<file path="src/rtl/mld_pkg.sv">
package mld_pkg;

    typedef enum logic {
        WIN_CLOSED = 1'b0,
        WIN_OPEN   = 1'b1
    } win_state_e;

    typedef enum logic {
        LEAD_IDLE  = 1'b0,
        LEAD_TRACK = 1'b1
    } lead_state_e;

endpackage

</file>
<file path="src/rtl/mld_entry_track.sv">
module mld_entry_track #(
    parameter int N     = 8,
    parameter int IDX_W = 3,
    parameter int OCC_W = 4
) (
    input  logic             clk,
    input  logic             rst_n,
    input  logic             alloc_vld,
    input  logic [IDX_W-1:0] alloc_idx,
    input  logic             free_vld,
    input  logic [IDX_W-1:0] free_idx,
    output logic             free_ok,
    output logic [OCC_W-1:0] occ,
    output logic             err
);

    logic [N-1:0]     valid_q;
    logic [OCC_W-1:0] occ_q;
    logic [OCC_W-1:0] occ_d;
    logic             err_q;
    logic             free_in_range;
    logic             free_bad;

    assign free_in_range = (32'(free_idx) < N);
    assign free_ok       = free_vld && free_in_range && valid_q[free_idx];
    assign free_bad      = free_vld && !free_ok;

    // per-entry valid bits: a free clears, an allocate sets (allocate wins)
    for (genvar g = 0; g < N; g++) begin : g_entry
        always_ff @(posedge clk) begin
            if (!rst_n) begin
                valid_q[g] <= 1'b0;
            end else if (alloc_vld && (alloc_idx == IDX_W'(g))) begin
                valid_q[g] <= 1'b1;
            end else if (free_ok && (free_idx == IDX_W'(g))) begin
                valid_q[g] <= 1'b0;
            end
        end
    end

    always_comb begin
        occ_d = occ_q;
        unique case ({alloc_vld, free_ok})
            2'b10:   occ_d = occ_q + OCC_W'(1);
            2'b01:   occ_d = occ_q - OCC_W'(1);
            default: occ_d = occ_q;
        endcase
    end

    always_ff @(posedge clk) begin
        if (!rst_n) begin
            occ_q <= '0;
            err_q <= 1'b0;
        end else begin
            occ_q <= occ_d;
            if (free_bad) begin
                err_q <= 1'b1;
            end
        end
    end

    assign occ = occ_q;
    assign err = err_q;

    // occupancy agrees with the number of valid entries
    a_r1_occ_matches_valid: assert property (@(posedge clk) disable iff (!rst_n)
        32'(occ_q) == $countones(valid_q));

    // a bad free alone leaves occupancy as it was
    a_r5_bad_free_no_occ: assert property (@(posedge clk) disable iff (!rst_n)
        (free_bad && !alloc_vld) |=> (occ_q == $past(occ_q)));

    // error flag is sticky
    a_r5_err_sticky: assert property (@(posedge clk) disable iff (!rst_n)
        err_q |=> err_q);

endmodule

</file>
<file path="src/rtl/mld_lead_fsm.sv">
module mld_lead_fsm #(
    parameter int IDX_W = 3
) (
    input  logic             clk,
    input  logic             rst_n,
    input  logic             alloc_vld,
    input  logic [IDX_W-1:0] alloc_idx,
    input  logic             occ_zero,
    input  logic             free_ok,
    input  logic [IDX_W-1:0] free_idx,
    output logic             lead_start,
    output logic             lead_busy
);

    import mld_pkg::*;

    lead_state_e      state_q, state_d;
    logic [IDX_W-1:0] lead_idx_q;

    assign lead_start = alloc_vld && occ_zero;

    always_comb begin
        state_d = state_q;
        unique case (state_q)
            LEAD_IDLE:  if (lead_start) state_d = LEAD_TRACK;
            LEAD_TRACK: if (free_ok && (free_idx == lead_idx_q)) state_d = LEAD_IDLE;
            default:    state_d = LEAD_IDLE;
        endcase
    end

    always_ff @(posedge clk) begin
        if (!rst_n) begin
            state_q <= LEAD_IDLE;
        end else begin
            state_q <= state_d;
        end
    end

    always_ff @(posedge clk) begin
        if (!rst_n) begin
            lead_idx_q <= '0;
        end else if (lead_start) begin
            lead_idx_q <= alloc_idx;
        end
    end

    assign lead_busy = (state_q == LEAD_TRACK);

    // a tracked leading miss implies outstanding occupancy
    a_r4_busy_needs_occ: assert property (@(posedge clk) disable iff (!rst_n)
        lead_busy |-> !occ_zero);

    // a leading allocate always enters tracking
    a_r2_lead_enters_track: assert property (@(posedge clk) disable iff (!rst_n)
        lead_start |=> lead_busy);

endmodule

</file>
<file path="src/rtl/mld_win_fsm.sv">
module mld_win_fsm (
    input  logic clk,
    input  logic rst_n,
    input  logic win_start,
    input  logic win_stop,
    output logic count_en,
    output logic clr
);

    import mld_pkg::*;

    win_state_e state_q, state_d;

    always_comb begin
        state_d = state_q;
        unique case (state_q)
            WIN_CLOSED: if (win_start) state_d = WIN_OPEN;
            WIN_OPEN: begin
                if (win_start)     state_d = WIN_OPEN;
                else if (win_stop) state_d = WIN_CLOSED;
            end
            default: state_d = WIN_CLOSED;
        endcase
    end

    always_ff @(posedge clk) begin
        if (!rst_n) begin
            state_q <= WIN_CLOSED;
        end else begin
            state_q <= state_d;
        end
    end

    assign count_en = (state_q == WIN_OPEN);
    assign clr      = win_start;

    // start opens the window even with a stop in the same cycle
    a_r6_start_opens: assert property (@(posedge clk) disable iff (!rst_n)
        win_start |=> count_en);

    // stop without start closes the window
    a_r7_stop_closes: assert property (@(posedge clk) disable iff (!rst_n)
        (win_stop && !win_start) |=> !count_en);

endmodule

</file>
<file path="src/rtl/mld_sat_cnt.sv">
module mld_sat_cnt #(
    parameter int W = 32
) (
    input  logic         clk,
    input  logic         rst_n,
    input  logic         clr,
    input  logic         inc,
    output logic [W-1:0] value
);

    localparam logic [W-1:0] MAXV = '1;

    logic [W-1:0] value_q;

    always_ff @(posedge clk) begin
        if (!rst_n) begin
            value_q <= '0;
        end else if (clr) begin
            value_q <= '0;
        end else if (inc && (value_q != MAXV)) begin
            value_q <= value_q + W'(1);
        end
    end

    assign value = value_q;

    // clear empties the counter
    a_r6_clear_zero: assert property (@(posedge clk) disable iff (!rst_n)
        clr |=> (value_q == '0));

    // a full counter never wraps
    a_r8_no_wrap: assert property (@(posedge clk) disable iff (!rst_n)
        (value_q == MAXV && !clr) |=> (value_q == MAXV));

    // without increment or clear the counter holds
    a_r7_hold: assert property (@(posedge clk) disable iff (!rst_n)
        (!inc && !clr) |=> $stable(value_q));

endmodule

</file>
<file path="src/rtl/leading_miss_monitor.sv">
module leading_miss_monitor #(
    parameter int N     = 8,
    parameter int CNT_W = 32,
    localparam int IDX_W = (N > 1) ? $clog2(N) : 1,
    localparam int OCC_W = $clog2(N + 1)
) (
    input  logic             clk,
    input  logic             rst_n,
    input  logic             alloc_vld,
    input  logic [IDX_W-1:0] alloc_idx,
    input  logic             free_vld,
    input  logic [IDX_W-1:0] free_idx,
    input  logic             win_start,
    input  logic             win_stop,
    output logic [CNT_W-1:0] lead_cnt,
    output logic [CNT_W-1:0] lead_cyc,
    output logic [OCC_W-1:0] occupancy,
    output logic             free_err
);

    logic free_ok;
    logic lead_start;
    logic lead_busy;
    logic count_en;
    logic clr;

    mld_entry_track #(.N(N), .IDX_W(IDX_W), .OCC_W(OCC_W)) u_track (
        .clk       (clk),
        .rst_n     (rst_n),
        .alloc_vld (alloc_vld),
        .alloc_idx (alloc_idx),
        .free_vld  (free_vld),
        .free_idx  (free_idx),
        .free_ok   (free_ok),
        .occ       (occupancy),
        .err       (free_err)
    );

    mld_lead_fsm #(.IDX_W(IDX_W)) u_lead (
        .clk        (clk),
        .rst_n      (rst_n),
        .alloc_vld  (alloc_vld),
        .alloc_idx  (alloc_idx),
        .occ_zero   (occupancy == '0),
        .free_ok    (free_ok),
        .free_idx   (free_idx),
        .lead_start (lead_start),
        .lead_busy  (lead_busy)
    );

    mld_win_fsm u_win (
        .clk       (clk),
        .rst_n     (rst_n),
        .win_start (win_start),
        .win_stop  (win_stop),
        .count_en  (count_en),
        .clr       (clr)
    );

    mld_sat_cnt #(.W(CNT_W)) u_cnt_lead (
        .clk   (clk),
        .rst_n (rst_n),
        .clr   (clr),
        .inc   (count_en && lead_start),
        .value (lead_cnt)
    );

    mld_sat_cnt #(.W(CNT_W)) u_cnt_cyc (
        .clk   (clk),
        .rst_n (rst_n),
        .clr   (clr),
        .inc   (count_en && lead_busy),
        .value (lead_cyc)
    );

    // an allocate while misses are pending does not bump the leading count
    a_r2_overlap_not_counted: assert property (@(posedge clk) disable iff (!rst_n)
        (alloc_vld && occupancy != '0 && !win_start) |=> (lead_cnt == $past(lead_cnt)));

endmodule

</file>
<file path="config.mk">
export PLATFORM = sky130hd
export DESIGN_NAME = leading_miss_monitor
export DESIGN_NICKNAME = d
export VERILOG_FILES = /design/src/rtl/mld_pkg.sv /design/src/rtl/mld_entry_track.sv /design/src/rtl/mld_lead_fsm.sv /design/src/rtl/mld_win_fsm.sv /design/src/rtl/mld_sat_cnt.sv /design/src/rtl/leading_miss_monitor.sv
export SDC_FILE = /design/constraint.sdc
export NUM_CORES = 1
export LEC_CHECK = 0
export ABC_CLOCK_PERIOD_IN_PS = 6600
export BUFFER_PORTS_ARGS = -buffer_cell sky130_fd_sc_hd__clkbuf_2
export CORE_ASPECT_RATIO = 1.1
export CORE_MARGIN = 8
export CORE_UTILIZATION = 23
export CTS_BUF_LIST = sky130_fd_sc_hd__clkbuf_2 sky130_fd_sc_hd__clkbuf_4 sky130_fd_sc_hd__clkbuf_8
export DETAILED_ROUTE_END_ITERATION = 8
export PLACE_DENSITY = 0.39
export SLEW_MARGIN = 20
export SYNTH_ARGS = -nofsm -noshare
export SYNTH_HDL_FRONTEND = slang
export SYNTH_SLANG_ARGS = --single-unit
</file>
<file path="constraint.sdc">
create_clock -name clk -period 6.6 [get_ports clk]
set_clock_uncertainty 0.05 [all_clocks]
set_input_delay 1.65 -clock clk [delete_from_list [all_inputs] [get_ports clk]]
set_output_delay 1.65 -clock clk [all_outputs]
set_load 0.02 [all_outputs]
</file>
=== Yosys cells after proc, flatten, opt, wreduce, memory -nomap -nowiden ===
Index checks and enable logic that the tools add are counted.
W data, S select, Z words.

* Bits in registers: 82
* Output and inout bits: 69
* Input bits: 12

* Bitwise gates (word level): 3
* Reductions and logical operators: 38
* Muxes and demuxes: 26
* $lt $le $gt $ge: 1
* Add/sub/neg operators: 4
* Equality and inequality tests: 19

{| class="wikitable"
|+ Operators with widths
! cell !! number
|-
| $add A32 B1 Y32 const B || 2
|-
| $ne A32 B32 Y1 const B || 2
|-
| $eq A3 B3 Y1 const B || 8
|-
| $logic_and A1 B1 Y1 || 24
|-
| $mux W1 || 22
|-
| $reduce_bool A2 Y1 || 9
|-
| $eq A3 B2 Y1 const B || 4
|-
| $pmux W4 S2 || 1
|-
| $eq A3 B1 Y1 const B || 2
|-
| $logic_not A3 Y1 || 2
|-
| $add A4 B1 Y4 const B || 1
|-
| $logic_not A4 Y1 || 1
|-
| $lt A3 B4 Y1 const B || 1
|-
| $pmux W1 S2 || 2
|-
| $sub A4 B1 Y4 const B || 1
|-
| $bmux W1 S3 || 1
|-
| $eq A3 B3 Y1 || 1
|-
| $not A1 Y1 || 3
|-
| $eq A2 B1 Y1 const B || 1
|-
| $eq A2 B2 Y1 const B || 1
|-
| $reduce_or A2 Y1 || 1
|-
| $logic_not A1 Y1 || 1
|}

=== Logic depth before layout (Yosys ltp) ===
* Depth in word-level cells: 6
* Mapped depth: 11

=== By module ===
A second synthesis with hierarchy kept.

* Cell total of the unflattened synthesis: 513
* Area total of the unflattened synthesis: 4330.4 um^2

{| class="wikitable"
|+ Modules (own cells, without submodules)
! module !! seq. area each (um^2) !! times used !! area an instance (um^2) !! cells each
|-
| mld_sat_cnt || 640.6 || 2 || 1667.8 || 203
|-
| mld_entry_track || 260.2 || 1 || 734.5 || 79
|-
| mld_lead_fsm || 80.1 || 1 || 186.4 || 21
|-
| mld_win_fsm || 20.0 || 1 || 48.8 || 4
|-
| leading_miss_monitor || 0.0 || 1 || 25.0 || 3
|}

=== Worst setup path before layout ===
OpenSTA, ideal clock, no wires.

* Kind: input to register
* Start: in free_idx[0]
* End: reg u_track.occ_q[2] (netlist: u_track.occ[2])
* Arrival time: 3.889 ns
* Stages: 11
* Path buffers: 1
* Setup slack: 2.585 ns
* Cell sequence: clkbuf_1 > mux4_2 > mux2i_1 > nor2b_1 > ha_1 > xor2_1 > ha_1 > a21oi_1 > xor2_1 > or3_1 > a21boi_0

* Longest elaborated chain between the ends: 5
* Elaborated cells between the ends (all ways): 7
* Those cells by class: 2 x eq/ne; 3 x mux; 2 x reduce/logical

{| class="wikitable"
|+ RTL lines
! what !! RTL line !! source
|-
| from (decl) || leading_miss_monitor.sv:12 || <nowiki>input logic [IDX_W-1:0] free_idx,</nowiki>
|-
| $bmux W1 S3 * || mld_entry_track.sv:25 || <nowiki>assign free_ok = free_vld && free_in_range && valid_q[free_idx];</nowiki>
|-
| $mux W1 (not written as such) * || mld_entry_track.sv:25 ||
|-
| $logic_and A1 B1 Y1 * || mld_entry_track.sv:25 ||
|-
| $eq A2 B1 Y1 or $eq A2 B2 Y1 (tied branches) || mld_entry_track.sv:43 || <nowiki>unique case ({alloc_vld, free_ok})</nowiki>
|-
| $pmux W4 S2 or $reduce_bool A2 Y1 (tied branches) || n/a ||
|-
| to (signal assigned) || mld_entry_track.sv:52 || <nowiki>occ_q <= '0;</nowiki>
|-
| to (signal assigned) || mld_entry_track.sv:55 || <nowiki>occ_q <= occ_d;</nowiki>
|-
| to (decl) || mld_entry_track.sv:18 || <nowiki>logic [OCC_W-1:0] occ_q;</nowiki>
|}

Every way passes the cells marked *; elsewhere a longest branch is shown, timed or not. The select of a mux whose other input is x is not followed.
A chain may end at the register's enable or synchronous reset.

=== Final worst setup path ===
* Start: in free_idx[1]
* End: reg u_track.occ_q[2] (netlist: u_track.occ[2])

Same word-level chain as after synthesis.

==> impl_metrics.toml <==
[run_status]
status = "completed"

[power_and_ir_drop]
finalPower_w = 0.000962
ir_drop_uv = 113
powerDensity_mw_per_mm2 = 189
p_leak_nw = 1.81

[setup_path]
path_max_fanout = 8
r2r_slack_ps = 3610
reg2regPathDepth = 6
path_cells = "clkbuf_2, mux4_2, mux2i_1, nor2b_1, ha_1, xor2_1, ha_1, a21oi_1, xor2_1, or3_1, a21boi_0"
cp_slowest_cell = "mux4_2"
reg2reg_to = "u_cnt_lead.value[31]$_SDFFE_PP0P_"
path_class = "primary input to register"
worstSetupStartpoint = "free_idx[1]"
path_buf_inv = 1
critPathTopFamily = "multiplexers"
startpoint_type = "primary input"
cp.required_ps = 6840
worstReg2RegStart = "u_cnt_lead.value[0]$_SDFFE_PP0P_"
cp.arrival_ps = 3960
cp_slowest_stage_delay_ps = 530
cp-end-kind = "register"

[layout]
final_common_cell = "dfxtp_1"
diodes = 0
final_util_pct = 27.9
fin_nets = 598
stdcell_count = 829
synthToLayoutAreaGrowth_pct = 19.8
layout_common_cells = "dfxtp_1 (82), clkbuf_2 (80), nand2_1 (48), nor2_1 (37), a21oi_1 (31)"
fillers = 1977
layout-drive-gt1-share_pct = 20.0

[floorplanning]
initial_core_util_pct = 23.3
die_w_um = 146
dieArea_mm2 = 0.0231
die_height_um = 159
num_io_pins = 81
coreArea_mm2 = 0.0183
num_rows = 52

[global_routing]
grt.total_usage_pct = 11.4
grt_pass1_wl_um = 21400
antenna_found_initial = 0
grt_pass1_vias = 4034
grt_max_degree = 58
overflow = 0

[timing]
slew_headroom_pct = 26.5
fmax_mhz = 269
grt_setup_unrepaired = "no"
tightestPinTransition_ps = 1100
slew_violations = 0
hold_viol_final = 0
setup_tns_ps = 0
min_period_ps = 3720
period_share_pct = 56.4
setup_viol = 0

[detailed_routing]
drt-initial-drc-count = 205
met2_wirelength_um = 5910
firstDrtPassIters = 4
postRouteAntennaNets = 0
wl_met1_um = 6250
vias = 4052
drc = 0
routed_wl_um = 12700
viasPerCell = 4.89
wl_met3_um = 423
topRoutingLayerUsed = "met4"
wl_per_cell_um = 15.3

[clocking]
path_clk_slew_ps = 90
cts_tree = "yes"
post_cts_buffers = 0
cts_max_path_buffers = 2
post_cts_resized = 0
cts_hold_buf = 0
clk_latency_ps = 370
clock_sinks = 82
cts-buffers-inserted = 9
clockRootBuffer = "clkbuf_8"
h-tree-depth = 3

[worst_hold_path]
min_from = "u_track.valid_q[2]$_SDFFE_PN0P_"
hold_end = "u_track.valid_q[2]$_SDFFE_PN0P_"
hold_path_class = "register to register"
whs_path_depth = 2

[logic_synthesis]
synth_compound_area_share_pct = 16.6
syn_inst = 512
synthAdderAreaFrac_pct = 1.47
ys_ff_latch = 82
synthSimpleGateAreaFrac_pct = 32.8
synth_xor_area_share_pct = 4.74
async_flop_share_pct = 0
synthMuxAreaShare_pct = 3.18
yosysWarningCount = 0
synth-edff-count = 0
avgSynthCellArea_um2 = 8.31
seq_area_frac_synth_pct = 38.6
syn-num-nets = 529
ys_types = 48
ys.flop_type = "dfxtp_1"
synth_top_family_by_area = "simple AND/OR/NAND/NOR gates"
netlist_area_mm2 = 0.00425

[placement]
placedCellCount = 813
portBuffers = 80
dpl.hpwl_um = 9330
gp_congestion = 0.822

[flow_run]
drv_cap = 0
## metal layers
metal	vias to the layer above	GRT usage (%)
met4	0	4.32
met2	70	18.4
met5	-	0
met1	1903	14.6
li1	2075	-
met3	4	2.56
## power by group
group	leakage (nW)	total (W)	internal, W	switching, W
sequential	0.663	0.000510	0.000502	0.00000819
combinational	1.05	0.0000627	0.0000226	0.0000400
clock	0.105	0.000390	0.000194	0.000196
## tightest hold or removal path, delay by kind of cell, from the launching register on
family / cells / cell delay [ps]
flops: 1 / 310
compound gates: 2 / 130
## registers in the layout, summed over array words and instances (netlist names)
name,flops
u_track.occ,4
u_track.valid_q,8
u_cnt_cyc.value,32
u_lead.lead_busy,1
u_cnt_lead.value,32
u_track.err,1
u_win.count_en,1
u_lead.lead_idx_q,3
## final cells by class
type	count	area, µm²	area share (%)
clock inverters	5	52.6	1.03
inverters	3	11.3	0.221
multi-input cells	402	2510	49.3
flip-flops and latches	82	1640	32.2
well taps	243	304	5.97
clock buffers	11	151	2.97
repair buffers	83	423	8.30
## cells by family (layout without fill, tap and decap cells)
logic type,count (synthesis),after routing
AO/OA/AOI/OAI,112,112
XOR/XNOR,23,23
buffers and inverters,28,102
flip-flops,82,82
adder cells (fa/ha/maj),5,5
AND/OR/NAND/NOR,251,251
multiplexers,11,11
## worst max-delay path by stage
stage / to / slack (ps) / depth (start not counted)
final: u_track.occ[2]$_SDFFE_PN0P_ / 2880 / 11
after global routing: u_track.occ[2]$_SDFFE_PN0P_ / 2710 / 11
after CTS: u_track.occ[2]$_SDFFE_PN0P_ / 2900 / 11
after detailed placement: u_track.occ[2]$_SDFFE_PN0P_ / 2500 / 11
after global placement: u_track.occ[2]$_SDFFE_PN0P_ / 2530 / 11
after floorplan: u_track.occ[2]$_SDFFE_PN0P_ / 2590 / 11
## synth_stat cells, types with 7 or more instances
master    count  area share (%)
mux2i_1       9             2.1
a31oi_1       7             1.0
nand4_1      26             3.8
nand2_1      48             4.2
nor2b_1      12             1.8
xor2_1        7             1.4
dfxtp_1      82              39
o31ai_1      12             2.1
or3_1        15             2.2
a21boi_0      9             1.6
o21ai_0      27             3.2
o211ai_1      8             1.4
xnor2_1      16             3.3
and4_1       10             2.1
and3_1       12             1.8
clkbuf_1     19             1.7
nand2b_1      9             1.3
nand3_1      27             3.2
or4_1        17             3.0
nor2_1       37             3.3
nor4_1       15             2.2
a21oi_1      31             3.6
## per-stage QoR
stage | hold slack, ps | setup WS [ps] | instance area, µm²
final | 436 | 2880 | 5090
after global routing | 469 | 2710 | 5090
after global placement | 428 | 2530 | 4880
after detailed placement | 425 | 2500 | 4880
after floorplan | 402 | 2590 | 4250
after CTS | 439 | 2900 | 5090
Note: power is estimated with default switching activity, not from simulation.
